File: src/rtl/gpio_port_pkg.sv
package gpio_port_pkg;
  typedef enum logic [1:0] {
    SRC_LATCH = 2'd0,
    SRC_ALT   = 2'd1,
    SRC_BUS   = 2'd2
  } pin_src_e;
endpackage

File: src/rtl/gpio_latch.sv
module gpio_latch #(
  parameter int WIDTH = 8,
  localparam int IDX_W = $clog2(WIDTH)
) (
  input  logic             clk_i,
  input  logic             rst_ni,
  input  logic             wr_byte_i,
  input  logic             wr_bit_i,
  input  logic [IDX_W-1:0] bit_sel_i,
  input  logic [WIDTH-1:0] wdata_i,
  output logic [WIDTH-1:0] latch_o
);
  logic [WIDTH-1:0] latch_q, latch_d;

  // bit writes merge into the latch, never the pins
  always_comb begin
    latch_d = latch_q;
    if (wr_byte_i) begin
      latch_d = wdata_i;
    end else if (wr_bit_i && (int'(bit_sel_i) < WIDTH)) begin
      latch_d[bit_sel_i] = wdata_i[0];
    end
  end

  always_ff @(posedge clk_i or negedge rst_ni) begin
    if (!rst_ni) latch_q <= '1;
    else         latch_q <= latch_d;
  end

  assign latch_o = latch_q;
endmodule

File: src/rtl/gpio_sync.sv
module gpio_sync #(
  parameter int WIDTH  = 8,
  parameter int STAGES = 2
) (
  input  logic             clk_i,
  input  logic             rst_ni,
  input  logic [WIDTH-1:0] d_i,
  output logic [WIDTH-1:0] q_o
);
  logic [WIDTH-1:0] stage_q [STAGES];

  for (genvar s = 0; s < STAGES; s++) begin : g_stage
    always_ff @(posedge clk_i or negedge rst_ni) begin
      if (!rst_ni) stage_q[s] <= '0;
      else if (s == 0) stage_q[s] <= d_i;
      else stage_q[s] <= stage_q[(s == 0) ? 0 : s-1];
    end
  end

  assign q_o = stage_q[STAGES-1];
endmodule

File: src/rtl/gpio_drive.sv
module gpio_drive
  import gpio_port_pkg::*;
#(
  parameter int WIDTH      = 8,
  parameter bit OPEN_DRAIN = 1'b1
) (
  input  logic [WIDTH-1:0] latch_i,
  input  logic [WIDTH-1:0] alt_en_i,
  input  logic [WIDTH-1:0] alt_out_i,
  input  logic             bus_mode_i,
  input  logic [WIDTH-1:0] bus_out_i,
  input  logic             bus_oe_i,
  output logic [WIDTH-1:0] pin_o,
  output logic [WIDTH-1:0] pin_oe_o
);
  for (genvar n = 0; n < WIDTH; n++) begin : g_pin
    pin_src_e src;
    logic     val;

    always_comb begin
      if (bus_mode_i)       src = SRC_BUS;
      else if (alt_en_i[n]) src = SRC_ALT;
      else                  src = SRC_LATCH;
    end

    assign val = (src == SRC_ALT) ? alt_out_i[n] : latch_i[n];

    if (OPEN_DRAIN) begin : g_od
      // pull low only; a 1 releases the pin
      assign pin_o[n]    = (src == SRC_BUS) ? bus_out_i[n] : 1'b0;
      assign pin_oe_o[n] = (src == SRC_BUS) ? bus_oe_i : ~val;
    end else begin : g_pp
      assign pin_o[n]    = (src == SRC_BUS) ? bus_out_i[n] : val;
      assign pin_oe_o[n] = (src == SRC_BUS) ? bus_oe_i : 1'b1;
    end
  end
endmodule

File: src/rtl/gpio_port.sv
module gpio_port #(
  parameter int WIDTH       = 8,
  parameter int SYNC_STAGES = 2,
  parameter bit OPEN_DRAIN  = 1'b1,
  localparam int IDX_W      = $clog2(WIDTH)
) (
  input  logic             clk_i,
  input  logic             rst_ni,
  input  logic             wr_byte_i,
  input  logic             wr_bit_i,
  input  logic [IDX_W-1:0] bit_sel_i,
  input  logic [WIDTH-1:0] wdata_i,
  input  logic             rd_pin_sel_i,
  output logic [WIDTH-1:0] rdata_o,
  input  logic [WIDTH-1:0] alt_en_i,
  input  logic [WIDTH-1:0] alt_out_i,
  input  logic             bus_mode_i,
  input  logic [WIDTH-1:0] bus_out_i,
  input  logic             bus_oe_i,
  input  logic [WIDTH-1:0] pin_i,
  output logic [WIDTH-1:0] pin_o,
  output logic [WIDTH-1:0] pin_oe_o
);
  logic [WIDTH-1:0] latch_q;
  logic [WIDTH-1:0] pin_sync;

  gpio_latch #(.WIDTH(WIDTH)) u_latch (
    .clk_i     (clk_i),
    .rst_ni    (rst_ni),
    .wr_byte_i (wr_byte_i),
    .wr_bit_i  (wr_bit_i),
    .bit_sel_i (bit_sel_i),
    .wdata_i   (wdata_i),
    .latch_o   (latch_q)
  );

  gpio_sync #(.WIDTH(WIDTH), .STAGES(SYNC_STAGES)) u_sync (
    .clk_i  (clk_i),
    .rst_ni (rst_ni),
    .d_i    (pin_i),
    .q_o    (pin_sync)
  );

  gpio_drive #(.WIDTH(WIDTH), .OPEN_DRAIN(OPEN_DRAIN)) u_drive (
    .latch_i    (latch_q),
    .alt_en_i   (alt_en_i),
    .alt_out_i  (alt_out_i),
    .bus_mode_i (bus_mode_i),
    .bus_out_i  (bus_out_i),
    .bus_oe_i   (bus_oe_i),
    .pin_o      (pin_o),
    .pin_oe_o   (pin_oe_o)
  );

  assign rdata_o = rd_pin_sel_i ? pin_sync : latch_q;
endmodule

File: config.mk
export PLATFORM = sky130hd
export DESIGN_NAME = gpio_port
export DESIGN_NICKNAME = d
export VERILOG_FILES = /design/src/rtl/gpio_port_pkg.sv /design/src/rtl/gpio_latch.sv /design/src/rtl/gpio_sync.sv /design/src/rtl/gpio_drive.sv /design/src/rtl/gpio_port.sv
export SDC_FILE = /design/constraint.sdc
export NUM_CORES = 1
export LEC_CHECK = 0
export ABC_AREA = 1
export BUFFER_PORTS_ARGS = -buffer_cell sky130_fd_sc_hd__buf_2
export CAP_MARGIN = 5
export CORE_AREA = 5 5 65 67
export DETAILED_ROUTE_END_ITERATION = 10
export DIE_AREA = 0 0 70 72
export PLACE_DENSITY = 0.72
export SLEW_MARGIN = 20
export SYNTH_ARGS = -nofsm -noshare
export SYNTH_HDL_FRONTEND = slang
export SYNTH_HIERARCHICAL = 1
export SYNTH_SLANG_ARGS = --single-unit
export TNS_END_PERCENT = 1
File: constraint.sdc
create_clock -name clk_i -period 1.3 [get_ports clk_i]
set_input_delay 0.13 -clock clk_i [delete_from_list [all_inputs] [get_ports clk_i]]
set_output_delay 0.13 -clock clk_i [all_outputs]
set_load 0.01 [all_outputs]
==> results of run 1 <==
layer usage:
metal | track usage | routed length (um) | vias up
li1 | - | - | 731
met1 | 0.175 | 1490 | 618
met2 | 0.259 | 1850 | 62
met3 | 0.0346 | 320 | 4
met4 | 0.0340 | 25 | 0
met5 | 0 | 0 | -
power by group:
part,switching [mW],internal [mW],total [mW]
combinational,0.224,0.178,0.402
sequential,0.0270,0.814,0.841
clock,0.221,0.311,0.532
worst max-delay path: stages, from the launching register on:
cell and delay (ns):
dfstp_2 0.58, nand2_1 0.06, nand3_1 0.06, nand2_1 0.05
buf_2 0.14
synth_stat cells:
cell type,number,share of area
inv_1,22,0.059
nand3b_1,1,0.0053
o21bai_1,2,0.011
nor2_4,1,0.0080
dfstp_2,8,0.15
nor2_1,7,0.019
inv_8,1,0.0080
nand4_1,1,0.0045
inv_2,5,0.013
buf_6,4,0.032
nand2_1,92,0.25
buf_4,9,0.048
dfrtp_1,16,0.29
nand3_1,25,0.089
nand3_2,2,0.014
nand2_4,1,0.0080
cell families (layout without fill, tap and decap cells):
logic type,count (synthesis),in the layout
AO/OA/AOI/OAI,2,2
buffers and inverters,41,115
flip-flops,24,24
AND/OR/NAND/NOR,130,130
flip-flops by register name (all words and copies together), names as in the netlist:
signal	count
u_latch/latch_o	8
u_sync/q_o	8
u_sync/stage_q	8
cells in the final DEF (no fill, tap or decap), drive strengths merged:
| master | n |
|---|---|
| nand2 | 93 |
| buf | 74 |
| inv | 28 |
| nand3 | 27 |
| dfrtp | 16 |
| dlygate4sd3 | 9 |
| dfstp | 8 |
| nor2 | 8 |
| clkbuf | 3 |
| o21bai | 2 |
| bufinv | 1 |
| nand3b | 1 |
| nand4 | 1 |
area by class of cell:
cell class	instances	area, um^2
Fill cell	381	1710
Clock buffer	3	22.5
Multi-Input combinational cell	132	571
Sequential cell	24	611
Timing Repair Buffer	83	463
Tap cell	48	60.1
Clock inverter	1	30.0
Inverter	28	113
how the worst min path moves through the flow:
stage | from | to | slack, ns | cells after the start
2_1_floorplan | rst_ni | u_sync/q_o[0] | -0.17 | 0
3_3_place_gp | rst_ni | u_sync/stage_q[10] | 0.13 | 1
3_5_place_dp | rst_ni | u_sync/stage_q[12] | 0.14 | 1
4_1_cts | wdata_i[2] | u_latch/latch_o[2] | 0.03 | 3
5_1_grt | wdata_i[6] | u_latch/latch_o[6] | 0.04 | 3
6_report | wdata_i[4] | u_latch/latch_o[4] | 0.03 | 3
what timing repair did:
item	in CTS	in global routing
hold endpoints to repair	24	0
endpoints found under the setup margin	6	15
pin swaps	6	2
resized for setup	1	0
hold buffers	9	0
==> flow_metrics.env, run 1 <==
export IMPL_dr_first_iter_drc_count=31
export IMPL_leakage_nw=1.14
export IMPL_cp_startpoint="u_latch/latch_o[7]"
export IMPL_cts_setup_buffers=0
export IMPL_core_area_mm2=0.00358
export IMPL_track_usage=0.144
export IMPL_ant_nets=0
export IMPL_ioPinCount=74
export IMPL_final_core_util=0.522
export IMPL_fin_ws_ns=-0.0243
export IMPL_first_pass_iters=4
export IMPL_clock_tree_root_cell="clkbuf_4"
export IMPL_setup_viol=2
export IMPL_synth_warnings=6
export IMPL_dpl_worst_slack_ns=0.322
export IMPL_arrival_ns=1.19
export IMPL_crit_end="pin_oe_o[7]"
export IMPL_diodes=0
export IMPL_violations="negative setup slack"
export IMPL_power_density_mw_per_mm2=949
export IMPL_synth_simple_gate_area_frac=0.394
export IMPL_grt_first_pass_wirelength_mm=6.04
export IMPL_muxShareOfSynthArea=0
export IMPL_min_path_type="primary input to register"
export IMPL_power_mw=1.77
export IMPL_port_buffer_count=73
export IMPL_hpwlAfterDp_mm=2.80
export IMPL_synth_top_family_by_area="simple AND/OR/NAND/NOR gates"
export IMPL_reg2reg_from="u_latch/latch_o[0]"
export IMPL_maxCapViolations=0
export IMPL_placed_cell_area_mm2=0.00172
export IMPL_routed_via_density=4.44
export IMPL_grt_max_degree=25
export IMPL_drc=0
export IMPL_antenna_found_initial=0
export IMPL_cp_required_ns=1.17
export IMPL_clkLatencyLatePin_ns=0.30
export IMPL_finClkSkew_ns=0.000654
export IMPL_ir_drop_uv=476
export IMPL_synthAdderAreaFrac=0
export IMPL_period_minus_slack_ns=1.32
export IMPL_tightestPinTransition_ns=0.513
export IMPL_rows=22
export IMPL_synth_area_mm2=0.00140
export IMPL_finalWirelength_mm=3.68
export IMPL_synth_xor_area_share=0
export IMPL_r2r_slack_ns=0.47
export IMPL_routabilityCongestion=0.811
export IMPL_seq_area_frac_synth=0.435
export IMPL_initial_utilization=0.392
export IMPL_rsz0062_at_grt="yes"
export IMPL_crit_type="register to output pin"
export IMPL_layout_nets=322
export IMPL_final_hold_violation_count=0
export IMPL_drive_gt1_frac=0.358
export IMPL_setup_tns_ns=-0.0361
export IMPL_cts_buffers=3
export IMPL_syn_avg_cell_area_um2=7.13
export IMPL_synthCells=197
export IMPL_worstReg2RegEnd="u_latch/latch_o[0]"
export IMPL_synth_net_count=247
export IMPL_outcome="complete, but fails checks"
export IMPL_timing_slew_headroom=0.658
export IMPL_ff2ff_path_depth=3
export IMPL_areaGrowthSynthToFinish_pct=33.2
export IMPL_htreeDepth=1
export IMPL_final_max_slew_viol_count=0
export IMPL_cp_max_fo=3
export IMPL_fin_area_mm2=0.00187
export IMPL_clockBufferDepth=2
export IMPL_die_area_mm2=0.00504
export IMPL_dr_total_vias=1415
export IMPL_endpoint_kind="output pin"
export IMPL_period_share=1.02
export IMPL_synth_seq_cells=24
export IMPL_die_height_um=72
export IMPL_ys_types=16
export IMPL_synth_compound_area_frac=0.0107
export IMPL_path_clk_slew_ns=0.13
export IMPL_dieWidth_um=70
export IMPL_cts_sinks=24
export IMPL_cts_tree="yes"
export IMPL_finalNonFillerCells=319
export IMPL_fmax_ghz=0.755
export IMPL_dp_cells=306
export IMPL_hold_ws_ns=0.0338
export IMPL_overflow=0
export IMPL_grt_pass1_vias=1410
export IMPL_critPathLaunchType="register"
export IMPL_wire_per_inst_um=11.5
Note: power is estimated with default switching activity, not from simulation.
==> inputs of run 2 (changes only) <==
--- a/config.mk
+++ b/config.mk
@@ -5,13 +5,12 @@
 export SDC_FILE = /design/constraint.sdc
 export NUM_CORES = 1
 export LEC_CHECK = 0
-export ABC_AREA = 1
 export BUFFER_PORTS_ARGS = -buffer_cell sky130_fd_sc_hd__buf_2
 export CAP_MARGIN = 5
-export CORE_AREA = 5 5 65 67
+export CORE_AREA = 5 5 62 64
 export DETAILED_ROUTE_END_ITERATION = 10
-export DIE_AREA = 0 0 70 72
-export PLACE_DENSITY = 0.72
+export DIE_AREA = 0 0 67 69
+export PLACE_DENSITY = 0.73
 export SLEW_MARGIN = 20
 export SYNTH_ARGS = -nofsm -noshare
 export SYNTH_HDL_FRONTEND = slang
==> run 2 against run 1 <==
Clock skew about the same. Worst hold slack worse by 0.015 ns. Via count down 28%. Worst setup slack worse by 0.031 ns. Sequential share of layout area up 2.1 points. First-iteration DRC count down 65%. The flow still finishes with violations (negative setup slack).
==> flow_metrics.env, run 2 <==
export IMPL_period_minus_slack_ns=1.36
export IMPL_antenna_found_initial=0
export IMPL_hp_start="wdata_i[6]"
export IMPL_synth_most_common_cell="dfrtp_1"
export IMPL_critPathLaunchType="register"
export IMPL_synthCells=99
export IMPL_whs_endpoint="u_latch/latch_o[6]"
export IMPL_synth_compound_area_frac=0.0602
export IMPL_routabilityCongestion=0.695
export IMPL_finalWirelength_mm=3.11
export IMPL_cp_max_fo=3
export IMPL_htreeDepth=1
export IMPL_rows=21
export IMPL_ff2ff_path_depth=2
export IMPL_dr_total_vias=1016
export IMPL_drc=0
export IMPL_drive_gt1_frac=0.613
export IMPL_r2r_slack_ns=0.43
export IMPL_ioPinCount=74
export IMPL_diodes=0
export IMPL_fmax_ghz=0.738
export IMPL_grt_max_degree=25
export IMPL_core_area_mm2=0.00323
export IMPL_synth_seq_cells=24
export IMPL_synth_edf_count=0
export IMPL_initial_utilization=0.386
export IMPL_period_share=1.04
export IMPL_grt_first_pass_wirelength_mm=4.66
export IMPL_cp_required_ns=1.17
export IMPL_seq_area_frac_synth=0.489
export IMPL_reg2reg_from="u_latch/latch_o[4]"
export IMPL_p_sw_frac=0.261
export IMPL_synthAdderAreaFrac=0
export IMPL_dr_first_iter_drc_count=11
export IMPL_synth_warnings=6
export IMPL_power_frac_seq=0.534
export IMPL_ir_drop_uv=575
export IMPL_synth_flop_cell="dfrtp_1"
export IMPL_final_max_slew_viol_count=0
export IMPL_synth_xor_area_share=0
export IMPL_endpoint_kind="output pin"
export IMPL_holdPathStages=3
export IMPL_p_int_mw=1.16
export IMPL_power_frac_clock=0.196
export IMPL_violations="negative setup slack"
export IMPL_first_pass_iters=4
export IMPL_grt_pass1_vias=1095
export IMPL_power_density_mw_per_mm2=898
export IMPL_track_usage=0.127
export IMPL_crit_type="register to output pin"
export IMPL_finClkSkew_ns=0.000361
export IMPL_muxShareOfSynthArea=0.249
export IMPL_synthTopCellsByCount="16 x dfrtp_1, 13 x mux2_4, 11 x o21ai_1"
export IMPL_p_sw_mw=0.412
export IMPL_finalNonFillerCells=219
export IMPL_ant_nets=0
export IMPL_clock_tree_root_cell="clkbuf_4"
export IMPL_leakage_nw=0.902
export IMPL_synth_net_count=149
export IMPL_final_hold_violation_count=0
export IMPL_rsz0062_at_grt="yes"
export IMPL_clkLatencyLatePin_ns=0.30
export IMPL_syn_avg_cell_area_um2=12.6
export IMPL_async_flop_share=1.00
export IMPL_path_clk_slew_ns=0.12
export IMPL_timing_slew_headroom=0.658
export IMPL_combPwrFrac=0.270
export IMPL_synth_simple_gate_area_frac=0.135
export IMPL_overflow=0
export IMPL_final_common_cell="buf_2"
export IMPL_ys_types=17
export IMPL_die_area_mm2=0.00462
export IMPL_arrival_ns=1.23
export IMPL_dp_cells=207
export IMPL_synth_area_mm2=0.00125
export IMPL_synth_top_area_share=0.321
export IMPL_clockBufferDepth=2
export IMPL_layout_nets=225
export IMPL_die_height_um=69
export IMPL_maxCapViolations=0
export IMPL_synth_area_leaders="dfrtp_1 32%, dfstp_2 17%, mux2_4 16%, mux2i_1 5.6%, buf_4 5.4%"
export IMPL_worstReg2RegEnd="u_latch/latch_o[4]"
export IMPL_yosysTopAreaCell="dfrtp_1"
export IMPL_port_buffer_count=73
export IMPL_final_cell_mix="69 x buf_2, 17 x mux2_4, 16 x dfrtp_1"
export IMPL_cts_sinks=24
export IMPL_cts_tree="yes"
export IMPL_tightestPinTransition_ns=0.512
export IMPL_setup_viol=8
export IMPL_dpl_worst_slack_ns=0.242
export IMPL_areaGrowthSynthToFinish_pct=40.7
export IMPL_synth_top_family_by_area="multiplexers"
export IMPL_routed_via_density=4.64
export IMPL_min_path_type="primary input to register"
export IMPL_hpwlAfterDp_mm=2.50
export IMPL_wire_per_inst_um=14.2
export IMPL_outcome="complete, but fails checks"
export IMPL_dieWidth_um=67
export IMPL_cts_buffers=3
export IMPL_fin_ws_ns=-0.0556
## run 2: layer usage
metal	routed length [um]	global-route usage	vias to the layer above
met4	0	0.0383	0
met3	440	0.0487	0
met1	1260	0.147	460
li1	-	-	495
met5	0	0	-
met2	1410	0.214	61
## run 2: through the flow
step                hold slack (ns)  power (mW)  setup TNS (ns)   util  cell area [um^2]
floorplan                    -0.166        1.06               0      -              1250
global placement              0.114        1.22               0  0.491              1590
detailed placement            0.132        1.23               0  0.491              1590
CTS                          0.0147        1.56          -0.444  0.531              1720
global route                 0.0246        1.65          -0.862  0.543              1760
finish                       0.0187        1.58          -0.342  0.543              1760
## run 2: area by class of cell
class,count,area [um^2]
flip-flops and latches,24,611
well taps,46,57.6
fillers,306,1480
repair buffers,82,480
multi-input cells,64,584
clock buffers,3,22.5
## run 2: how the worst max path moves through the flow
| stage | end | depth (start not counted) | start |
|---|---|---|---|
| 2_1_floorplan | pin_oe_o[6] | 2 | u_latch/latch_o[6] |
| 3_3_place_gp | pin_oe_o[6] | 3 | u_latch/latch_o[6] |
| 3_5_place_dp | pin_oe_o[7] | 3 | u_latch/latch_o[7] |
| 4_1_cts | pin_oe_o[3] | 3 | u_latch/latch_o[3] |
| 5_1_grt | pin_oe_o[6] | 3 | u_latch/latch_o[6] |
| 6_report | pin_oe_o[3] | 3 | u_latch/latch_o[3] |
## run 2: critical path, cell delays in order, from the launching register on
cell and delay (ns):
dfstp_2 0.40, mux2_4 0.27, o21ai_2 0.11, buf_2 0.14
## run 2: what timing repair did
action / 4_1_cts / 5_1_grt
endpoints found under the setup margin: 8 / 12
gates resized for setup: 8 / 8
buffers inserted: 0 / 0
cloned: 0 / 0
endpoints found under the hold margin: 24 / 0
hold buffers: 9 / 0
## run 2: power by group through the flow
stage	Sequential (mW)	Combinational, mW	Clock, mW
3_3_place_gp	0.854	0.363	0
6_report	0.842	0.425	0.309
2_1_floorplan	0.845	0.212	0
4_1_cts	0.844	0.404	0.317
3_5_place_dp	0.857	0.371	0
5_1_grt	0.850	0.462	0.341
## run 2: cell families (layout without fill, tap and decap cells)
| logic type | Yosys count | in the layout |
|---|---|---|
| and+or+nand+nor | 25 | 25 |
| muxes | 24 | 24 |
| DFF | 24 | 24 |
| AOI/OAI and AO/OA | 15 | 15 |
| buffers and inverters | 11 | 85 |
